<file path="src/rtl/cseq_pkg.sv">
package cseq_pkg;

  typedef enum logic [2:0] {
    OP_NONE   = 3'd0,
    OP_PROG   = 3'd1,
    OP_SECT   = 3'd2,
    OP_BLOCK  = 3'd3,
    OP_CHIP   = 3'd4,
    OP_ID_IN  = 3'd5,
    OP_ID_OUT = 3'd6
  } op_e;

  typedef enum logic [2:0] {
    ST_IDLE,
    ST_K1,
    ST_K2,
    ST_PROG,
    ST_E3,
    ST_E4,
    ST_E5
  } step_e;

endpackage

</file>
<file path="src/rtl/cseq_match.sv">
module cseq_match #(
  parameter int ADDR_W = 24,
  parameter int CMP_W  = 15
) (
  input  logic [ADDR_W-1:0] addr,
  input  logic [7:0]        data,
  output logic              at_a,
  output logic              key1,
  output logic              key2
);
  localparam logic [CMP_W-1:0] ADDR_A = CMP_W'(16'h5555);
  localparam logic [CMP_W-1:0] ADDR_B = CMP_W'(16'h2AAA);

  logic at_b;

  always_comb begin
    at_a = (addr[CMP_W-1:0] == ADDR_A);
    at_b = (addr[CMP_W-1:0] == ADDR_B);
    key1 = at_a && (data == 8'hAA);
    key2 = at_b && (data == 8'h55);
  end
endmodule

</file>
<file path="src/rtl/cseq_fsm.sv">
module cseq_fsm
  import cseq_pkg::*;
(
  input  logic       clk,
  input  logic       rst_n,
  input  logic       step,
  input  logic [7:0] data,
  input  logic       at_a,
  input  logic       key1,
  input  logic       key2,
  input  logic       pp_mode,
  output logic       issue,
  output op_e        issue_op
);
  step_e st_q, st_d;

  always_comb begin
    st_d     = st_q;
    issue    = 1'b0;
    issue_op = OP_NONE;
    if (step) begin
      st_d = ST_IDLE;
      unique case (st_q)
        ST_IDLE: if (key1) st_d = ST_K1;
        ST_K1:   if (key2) st_d = ST_K2;
        ST_K2: begin
          if (at_a) begin
            unique case (data)
              8'hA0: st_d = ST_PROG;
              8'h80: st_d = ST_E3;
              8'h90: begin issue = 1'b1; issue_op = OP_ID_IN;  end
              8'hF0: begin issue = 1'b1; issue_op = OP_ID_OUT; end
              default: st_d = ST_IDLE;
            endcase
          end
        end
        ST_PROG: begin issue = 1'b1; issue_op = OP_PROG; end
        ST_E3:   if (key1) st_d = ST_E4;
        ST_E4:   if (key2) st_d = ST_E5;
        ST_E5: begin
          unique case (data)
            8'h30: begin issue = 1'b1; issue_op = OP_SECT;  end
            8'h50: begin issue = 1'b1; issue_op = OP_BLOCK; end
            8'h10: begin issue = pp_mode; issue_op = pp_mode ? OP_CHIP : OP_NONE; end
            default: issue = 1'b0;
          endcase
        end
        default: st_d = ST_IDLE;
      endcase
    end
  end

  always_ff @(posedge clk or negedge rst_n) begin
    if (!rst_n) st_q <= ST_IDLE;
    else if (step) st_q <= st_d;
  end
endmodule

</file>
<file path="src/rtl/cmd_seq_decoder.sv">
module cmd_seq_decoder
  import cseq_pkg::*;
#(
  parameter int          ADDR_W = 24,
  parameter int          CMP_W  = 15,
  parameter logic [7:0]  DEV_ID = 8'h53
) (
  input  logic              clk,
  input  logic              rst_n,
  input  logic              wr_valid,
  input  logic [ADDR_W-1:0] wr_addr,
  input  logic [7:0]        wr_data,
  input  logic              busy,
  input  logic              pp_mode,
  output logic              req_valid,
  output logic [2:0]        req_op,
  output logic [ADDR_W-1:0] req_addr,
  output logic [7:0]        req_data,
  output logic              id_mode,
  output logic [7:0]        id_byte
);
  logic step, at_a, key1, key2, issue;
  op_e  issue_op;
  logic id_mode_d;

  assign step = wr_valid && !busy;

  cseq_match #(.ADDR_W(ADDR_W), .CMP_W(CMP_W)) u_match (
    .addr (wr_addr),
    .data (wr_data),
    .at_a (at_a),
    .key1 (key1),
    .key2 (key2)
  );

  cseq_fsm u_fsm (
    .clk      (clk),
    .rst_n    (rst_n),
    .step     (step),
    .data     (wr_data),
    .at_a     (at_a),
    .key1     (key1),
    .key2     (key2),
    .pp_mode  (pp_mode),
    .issue    (issue),
    .issue_op (issue_op)
  );

  always_comb begin
    id_mode_d = id_mode;
    if (issue && issue_op == OP_ID_IN)  id_mode_d = 1'b1;
    if (issue && issue_op == OP_ID_OUT) id_mode_d = 1'b0;
  end

  always_ff @(posedge clk or negedge rst_n) begin
    if (!rst_n) begin
      req_valid <= 1'b0;
      id_mode   <= 1'b0;
    end else begin
      req_valid <= issue;
      id_mode   <= id_mode_d;
    end
  end

  always_ff @(posedge clk or negedge rst_n) begin
    if (!rst_n) begin
      req_op   <= 3'd0;
      req_addr <= '0;
      req_data <= 8'h00;
    end else if (issue) begin
      req_op   <= issue_op;
      req_addr <= wr_addr;
      req_data <= wr_data;
    end
  end

  assign id_byte = id_mode ? DEV_ID : 8'h00;
endmodule

</file>
<file path="config.mk">
export PLATFORM = sky130hd
export DESIGN_NAME = cmd_seq_decoder
export DESIGN_NICKNAME = d
export VERILOG_FILES = /design/src/rtl/cseq_pkg.sv /design/src/rtl/cseq_match.sv /design/src/rtl/cseq_fsm.sv /design/src/rtl/cmd_seq_decoder.sv
export SDC_FILE = /design/constraint.sdc
export NUM_CORES = 1
export LEC_CHECK = 0
export CORE_AREA = 2 2 70 72
export DETAILED_ROUTE_END_ITERATION = 10
export DIE_AREA = 0 0 72 74
export PLACE_DENSITY_LB_ADDON = 0.12
export SYNTH_ARGS = -nofsm -noshare
export SYNTH_HDL_FRONTEND = slang
export SYNTH_SLANG_ARGS = --single-unit
</file>
<file path="constraint.sdc">
create_clock -name clk -period 4 [get_ports clk]
set_input_delay 0.6 -clock clk [delete_from_list [all_inputs] [get_ports clk]]
set_output_delay 0.6 -clock clk [all_outputs]
set_load 0.005 [all_outputs]
</file>
# Word level (Yosys, flattened, before mapping)
# Cells that the tools add are included.
[totals] register_bits=40 inputBits=37 word_cells=56
[op_classes] n_eq_ne=19 mux=21 n_reduce_logical=10
[ops] op="$eq 8x8->1 const B" count=5
[ops] op="$mux 3" count=6
[ops] op="$pmux 3 s3" count=2
[ops] op="$eq 8x7->1 const B" count=2
[ops] op="$eq 15x14->1 const B" count=1
[ops] op="$eq 15x15->1 const B" count=1
[ops] op="$eq 3x3->1 const B" count=5
[ops] op="$pmux 3 s5" count=1
[ops] op="$pmux 3 s2" count=2
[ops] op="$eq 8x5->1 const B" count=1
[ops] op="$eq 8x6->1 const B" count=1
[ops] op="$mux 7" count=1
[ops] op="$eq 3x2->1 const B" count=2
[ops] op="$mux 1" count=6
[ops] op="$logic_and 1x1->1" count=5
[ops] op="$reduce_or 2->1" count=2
[ops] op="$eq 3x1->1 const B" count=1
[ops] op="$logic_not 3->1" count=1
[ops] op="$pmux 1 s3" count=1
[ops] op="$mux 2" count=1
[ops] op="$pmux 1 s2" count=1
[ops] op="$reduce_bool 2->1" count=1
[ops] op="$logic_not 1->1" count=1

# Logic depth before layout (Yosys ltp)
# Gate-level depths: netlist (run 1).
[depth] ltp_word=9 depth_mapped=8

# Cells and area by module
# A second synthesis (run 1) with hierarchy kept.
[unflattened] cells_unflattened=157 hier_area_um2=2135.8
[modules_own_cells] mod="cmd_seq_decoder" instances=1 cells_each=90 area_each_um2=1599.0
[modules_own_cells] mod="cseq_fsm" instances=1 cells_each=49 area_each_um2=384.1
[modules_own_cells] mod="cseq_match" instances=1 cells_each=18 area_each_um2=152.6

# Least setup slack after synthesis (run 1)
# Ideal clock, no wire load.
[synth_path] kind="input -> register" from="input port wr_addr[13]" to="register req_addr[0]" setup_ps=125 t_arrival_ps=2394 t_required_ps=3875 setup_slack_ps=1480 stages=7 n_path_buf=2 cell_sequence="nand4bb_1 -> or4_4 -> o32a_1 -> nor2b_1 -> buf_6 -> buf_6 -> mux2_4"
[synth_via] elab_chain_cells=4
[synth_rtl] item="start, declared" line="cmd_seq_decoder.sv:11" source="input logic [ADDR_W-1:0] wr_addr,"
[synth_rtl] item="$eq 15x15->1" line="cseq_match.sv:17" source="at_a = (addr[CMP_W-1:0] == ADDR_A);"
[synth_rtl] item="$mux 1" line="cseq_fsm.sv:27" source="if (at_a) begin"
[synth_rtl] item="$pmux 1 s3" line="cseq_fsm.sv:23" source="unique case (st_q)"
[synth_rtl] item="$mux 1" line="cseq_fsm.sv:21" source="if (step) begin"
[synth_rtl] item="end signal, assigned" line="cmd_seq_decoder.sv:72" source="req_addr <= wr_addr;"
[synth_rtl] item="end, declared" line="cmd_seq_decoder.sv:17" source="output logic [ADDR_W-1:0] req_addr,"
# No other way between the ends.
# A chain may end at the register's enable or synchronous reset.

# Final worst setup path (run 1)
[layout_path] from="input port wr_data[6]" to="register req_addr[1]"
[layout_via] elab_chain_cells=6
[layout_rtl] item="start, declared" line="cmd_seq_decoder.sv:12" source="input logic [7:0] wr_data,"
[layout_rtl] item="$eq 8x8->1" line="cseq_fsm.sv:28" source="unique case (data)"
[layout_rtl] item="$reduce_or 2->1 (no line)"
[layout_rtl] item="$mux 1" line="cseq_fsm.sv:28"
[layout_rtl] item="$mux 1" line="cseq_fsm.sv:27"
[layout_rtl] item="$pmux 1 s3 (*)" line="cseq_fsm.sv:23"
[layout_rtl] item="$mux 1 (*)" line="cseq_fsm.sv:21"
# Every way passes the cells marked *; elsewhere a longest branch is shown, timed or not.

==> metrics.txt, run 1 <==
cts-stage hold buffer count 0; Critical Path End Type register; Data arrival, critical path between 3 and 4 ns; static leakage around 1.4 nW; R2R Path Start u_fsm.st_q[0]; Finished Layout Cells 292; final WL around 4900 um; Setup TNS 0 ns; core area 4600 sq um; post-CTS setup buffer count 0; Buffers on Ports between 70 and 80; switch share approximately a fifth; 1st-iter DRT viols about 140; critical path peak fanout 21; CTS Buf Count 5; post-place setup slack 0.728 ns; fillcell total between 300 and 400; CTS tree yes; die footprint between 5000 and 6000 sq um; routed vias/inst ~5.5; # placed instances roughly 280; first-pass GRT wire length just under 8000 um; Post-Syn Area ~2100 sq um; Sequential Power Share between 40% and 50%; Setup WS post-layout around 1.0 ns; status completed; FF+latch count, synth 40; worst clock skew 0.00577 ns; crit path kind input port to register; fmax roughly 330 MHz; maximum vdd drop 0.189 mV; FP Rows 25; post-cts sizing count 0; reg2reg path depth 6; Avg Cell Area, Syn between 10 and 15 sq um; Initial Util 45.4%; largest net degree at the start of global routing 41; r2r setup slk 1.42 ns; Skew-Pair Late Insertion Delay a little under 0.3 ns; r2r endpoint req_addr[1]; post-synthesis cell count roughly 160; layout net count approximately 270; Register Area around 1000 sq um; antenna fix cells 0; CP required between 4 and 5 ns; Comb pwr share around 8.5%; antenna violations before repair 0; area occupied by multi-input gates between 900 and 1000 sq um; share of cells above drive strength 1 around 17%; Max-Cap Viols 0; clk sinks 40; Setup Viol. Count Final 0; DR WL/cell approximately 17 um; P&R area growth vs syn 41.7%; Overflow after GRT 0; RSZ-0062 raised after global routing false; Worst setup SP type input port; distinct cell type count after synthesis 40; Pre-Repair DR Iteration Count 4; minimum clock period around 3.0 ns; Root Driver clkbuf_8; clk slew on worst S/H paths roughly 0.070 ns; Pint about 0.66 mW; GPL Wtd Cong between 0.8 and 0.9; Pwr Total 0.829 mW; worst-margin pin slew 0.888 ns; P_sw 0.166 mW; Slew Limit Fails 0; top-level port count 82; Hold Fails Final Rpt 0; maximum buffer depth of the clock tree 2; final period utilization around three quarters; Post-route DRC 0; Clk pwr share about 43%; slew margin rel. between 40% and 50%; Yosys Warn Count 0; P per Cell Area about 280 nW/um^2; vias in the first global route ~1600; DR vias 1616; Die X between 70 and 80 um; Die Y 74 um; sequential area share after synthesis 48.0%; worst hold path type input port to async pin; post-DP HPWL 3760 um; Final ANT Viol Nets 0; H-tree levels 2; gr usage total 19.2%
## cells in the final DEF, fill, tap and decap left out, drive strengths merged, types with 6 or more instances in the layout
cell type,Yosys,layout
dfrtp,40,40
mux2,32,32
o21ai,8,8
clkbuf,3,7
clkdlybuf4s50,0,76
nor2b,6,6
nand2,8,8
## how the worst max path moves through the flow
stage,from,end,slack [ns]
floorplan,wr_addr[13],req_addr[0],1.48
global placement,wr_data[6],req_data[0],0.79
detailed placement,wr_data[6],req_data[0],0.73
CTS,wr_data[6],req_data[0],1.03
global route,wr_data[6],req_data[0],0.84
finish,wr_data[6],req_addr[1],1.01
## kinds of logic after synthesis
group | count (synthesis) | synth area share [%]
and+or+nand+nor | 53 | 17.3
DFF | 40 | 48.0
muxes | 34 | 23.1
buffers and inverters | 19 | 6.29
AOI/OAI and AO/OA | 16 | 4.74
xor gates and xnor gates | 1 | 0.420
other | 1 | 0.180
## Yosys cell counts
cell	count	area share [%]
clkbuf_1	3	0.54
nand2b_1	1	0.30
nor3_1	4	0.96
a21oi_1	2	0.48
conb_1	1	0.18
xnor2_1	1	0.42
and4b_1	1	0.48
nand4_1	2	0.60
o211a_1	1	0.48
nor4_1	2	0.60
and3_1	1	0.30
and4_1	3	1.3
buf_6	4	2.2
inv_1	3	0.54
mux2_1	5	2.7
mux2i_1	2	0.96
nand4b_1	2	0.84
or4_1	1	0.36
nand3b_1	2	0.72
a31oi_1	2	0.60
mux2_4	27	19
or3b_1	1	0.42
buf_4	8	2.9
inv_2	1	0.18
nand3_1	4	0.96
nor3b_1	3	1.1
o31ai_1	1	0.36
nor2_1	2	0.36
nand4bb_1	3	1.6
dfrtp_1	40	48
nand2_1	8	1.4
and2_1	1	0.30
or4b_1	1	0.48
nor4bb_1	4	1.9
or4_4	1	0.54
o21ai_1	5	1.2
nor2b_1	6	1.8
o32a_1	1	0.48
o21ai_0	3	0.72
a32oi_1	1	0.42
## worst max-delay path: stages
cell	delay, ns
clkdlybuf4s50_1	0.60
xnor2_1	0.32
nor4bb_1	0.12
o211a_1	0.27
nor2b_4	0.45
buf_4	0.44
mux2_4	0.34
## power by group through the flow
stage / sequential [mW] / clock, mW / combinational, mW
after floorplan: 0.412 / 0 / 0.0182
after global placement: 0.412 / 0 / 0.0686
after detailed placement: 0.412 / 0 / 0.0706
after CTS: 0.404 / 0.362 / 0.0710
after global routing: 0.404 / 0.380 / 0.0768
final: 0.404 / 0.354 / 0.0707
## stage by stage
step / instance area (sq um) / hold WS, ns / util [%]
floorplan: 2100 / 0.304 / -
global placement: 2830 / 0.487 / 61.6
detailed placement: 2830 / 0.483 / 61.6
CTS: 2960 / 0.458 / 64.3
global route: 2960 / 0.494 / 64.3
finish: 2960 / 0.433 / 64.3
## flip-flops by register name, indices dropped and copies added, names as in the netlist
signal / count
req_addr: 24
req_data: 8
req_op: 3
u_fsm.st_q: 3
id_mode: 1
req_valid: 1
## area by class of cell
| class | count | area share [%] |
|---|---|---|
| Clock inverter | 1 | 1.02 |
| Clock buffer | 7 | 3.26 |
| Tap cell | 54 | 2.29 |
| Timing Repair Buffer | 78 | 26.2 |
| Sequential cell | 40 | 33.9 |
| Inverter | 4 | 0.508 |
| Multi-Input combinational cell | 108 | 32.9 |
## per-layer routing
metal  global-route usage, %  share of wire [%]  up-vias  wire [um]
met5                       0                  0        -          0
met4                    7.55                1.1        0         53
met3                    4.07                7.3        7        362
met2                    29.0                 48       78       2390
met1                    27.4                 43      800       2130
li1                        -                  -      731          -
Note: power is estimated with default switching activity, not from simulation.
==> run 2: changes to the inputs <==
- CORE_AREA: 2 2 70 72 -> 2 2 72 74
- DIE_AREA: 0 0 72 74 -> 0 0 74 76
- clock period: 4 -> 2.79 ns (I/O delays scaled with it)
==> metrics.txt, run 2 (synthesis gave the netlist of run 1 again) <==
status completed; clk slew on worst S/H paths 0.08 ns (about the same); Setup Viol. Count Final 0 (unchanged); Post-route DRC 0 (unchanged); CTS Buf Count 5 (unchanged); Worst setup SP type input port; Die Y 76 um (+2.7%); final period utilization ~90%; clk sinks 40 (unchanged); core area 4910 sq um (+6.8%); Fin Hold WS 0.261 ns (-0.172 ns); switch share 19.1% (-0.91 points); FP Rows 26 (+4.0%); antenna violations before repair 0 (unchanged); Critical Path End Type register; Buffers on Ports 77 (unchanged); maximum vdd drop 0.253 mV (+34%); most frequent cells in the layout clkdlybuf4s50_1 (76), dfrtp_1 (40), mux2_4 (27), buf_4 (27), nand2_1 (8); DR WL/cell 15.7 um (-7.4%); DR vias 1673 (+3.5%); share of cells above drive strength 1 25.6% (+8.8 points); Final ANT Viol Nets 0 (unchanged); Slew Limit Fails 0 (unchanged); fmax 400 MHz; crit path kind input port to register; routed vias/inst 4.98 (-10%); RSZ-0062 raised after global routing false; antenna fix cells 0 (unchanged); Hold Fails Final Rpt 0 (unchanged); worst clock skew 0.00548 ns (-0.000289 ns); CP required 2.96 ns (-1.21 ns); GPL Wtd Cong 0.903 (+9.9%); placed cell areas 3090 sq um (+9.0%); Die X 74 um (+2.8%); post-cts sizing count 0 (unchanged); Largest Register req_addr; static leakage 1.55 nW (+11%); Pwr Total 1.36 mW (+64%); Sequential Power Share 42.5% (-6.3 points); Skew-Pair Late Insertion Delay 0.29 ns (about the same); critical path peak fanout 14 (-33%); H-tree levels 2 (unchanged); Clk pwr share 48.2% (+5.5 points); Root Driver clkbuf_8; die footprint 5620 sq um (+5.6%); P_sw 0.260 mW (+57%); gr usage total 19.9% (+0.68 points); post-CTS setup buffer count 0 (unchanged); Setup TNS 0 ns (unchanged); Pint 1.10 mW (+66%); P per Cell Area 420 nW/um^2 (+50%); CTS tree yes; Design Area, Final 3240 sq um (+9.7%); worst-margin pin slew 0.924 ns (+0.0358 ns); first-pass GRT wire length 8650 um (+11%); largest net degree at the start of global routing 41 (unchanged); P&R area growth vs syn 55.5%; Max-Cap Viols 0 (unchanged); 1st-iter DRT viols 54 (-61%); post-DP HPWL 4000 um (+6.3%); Final Core Density 66.0% (+1.7 points); cts-stage hold buffer count 0 (unchanged); maximum buffer depth of the clock tree 2 (unchanged); vias in the first global route 1685 (+8.0%); Initial Util 42.5% (-2.9 points); layout net count 302 (+10%); fillcell total 387 (+7.5%); Comb pwr share 9.2% (+0.7 points); commonest non-fill, non-tap cell in the layout clkdlybuf4s50_1; slew margin rel. 38.4% (-2.4 points); minimum clock period between 2 and 2.5 ns; worst hold path type input port to async pin; top-level port count 82 (unchanged); Overflow after GRT 0 (unchanged); max reg flops 24 (unchanged); largest registers req_addr: 24 flops, req_data: 8 flops; Data arrival, critical path 2.67 ns (-0.49 ns); final WL 5260 um (+6.5%); Pre-Repair DR Iteration Count 4 (unchanged)
run 2: area by class of cell:
type                       instances  area (sq um)  area share (%)
timing repair buffer             106          1010            31.1
sequential                        40          1000            30.9
multi-input combinational        108           973            30.0
clock inverter                     3          90.1            2.78
tap                               70          87.6            2.70
clock buffer                       5          68.8            2.12
inverter                           4          15.0           0.463
run 2: critical path, cell delays in order:
cell and delay (ns):
clkdlybuf4s50_1 0.44, nand4bb_1 0.23, or4_4 0.57, o32a_1 0.37, nor2b_4 0.17, buf_12 0.16
mux2_1 0.31
run 2: worst paths after layout:
path | startpoint | end | slack (ns) | depth (start not counted)
worst max-delay path | wr_addr[13] | req_data[1] | 0.29 | 7
worst min-delay path | rst_n | req_addr[5] | 0.26 | 1
worst max register to register | u_fsm.st_q[1] | req_data[1] | 0.59 | 7
worst min register to register | req_data[0] | req_data[0] | 0.50 | 1
max in group asynchronous | rst_n | req_addr[0] | 1.96 | 1
min in group clk | req_data[0] | req_data[0] | 0.50 | 1
run 2: metal layers:
layer / share of wire, % / track usage (%) / vias to the layer above
li1: - / - / 795
met1: 45 / 29.7 / 797
met2: 47 / 29.7 / 75
met3: 6.9 / 4.10 / 6
met4: 0.93 / 4.36 / 0
met5: 0 / 0 / -
run 2: power by group through the flow:
stage | logic, mW | clock network (mW) | registers (mW)
floorplan | 0.0262 | 0 | 0.591
global placement | 0.125 | 0 | 0.591
detailed placement | 0.125 | 0 | 0.591
CTS | 0.126 | 0.666 | 0.579
global route | 0.136 | 0.686 | 0.579
finish | 0.126 | 0.656 | 0.579
run 2: stage by stage:
stage | std cells | worst slack (ns)
floorplan | 167 | 0.452
global placement | 328 | 0.0338
detailed placement | 328 | 0.0101
CTS | 336 | 0.303
global route | 336 | 0.238
finish | 336 | 0.291
==> run 3: changes to the inputs <==
- CTS_CLUSTER_SIZE: not set -> 20
==> results of run 3 <==
The final DEF is identical to that of run 2; final timing and power are the same.
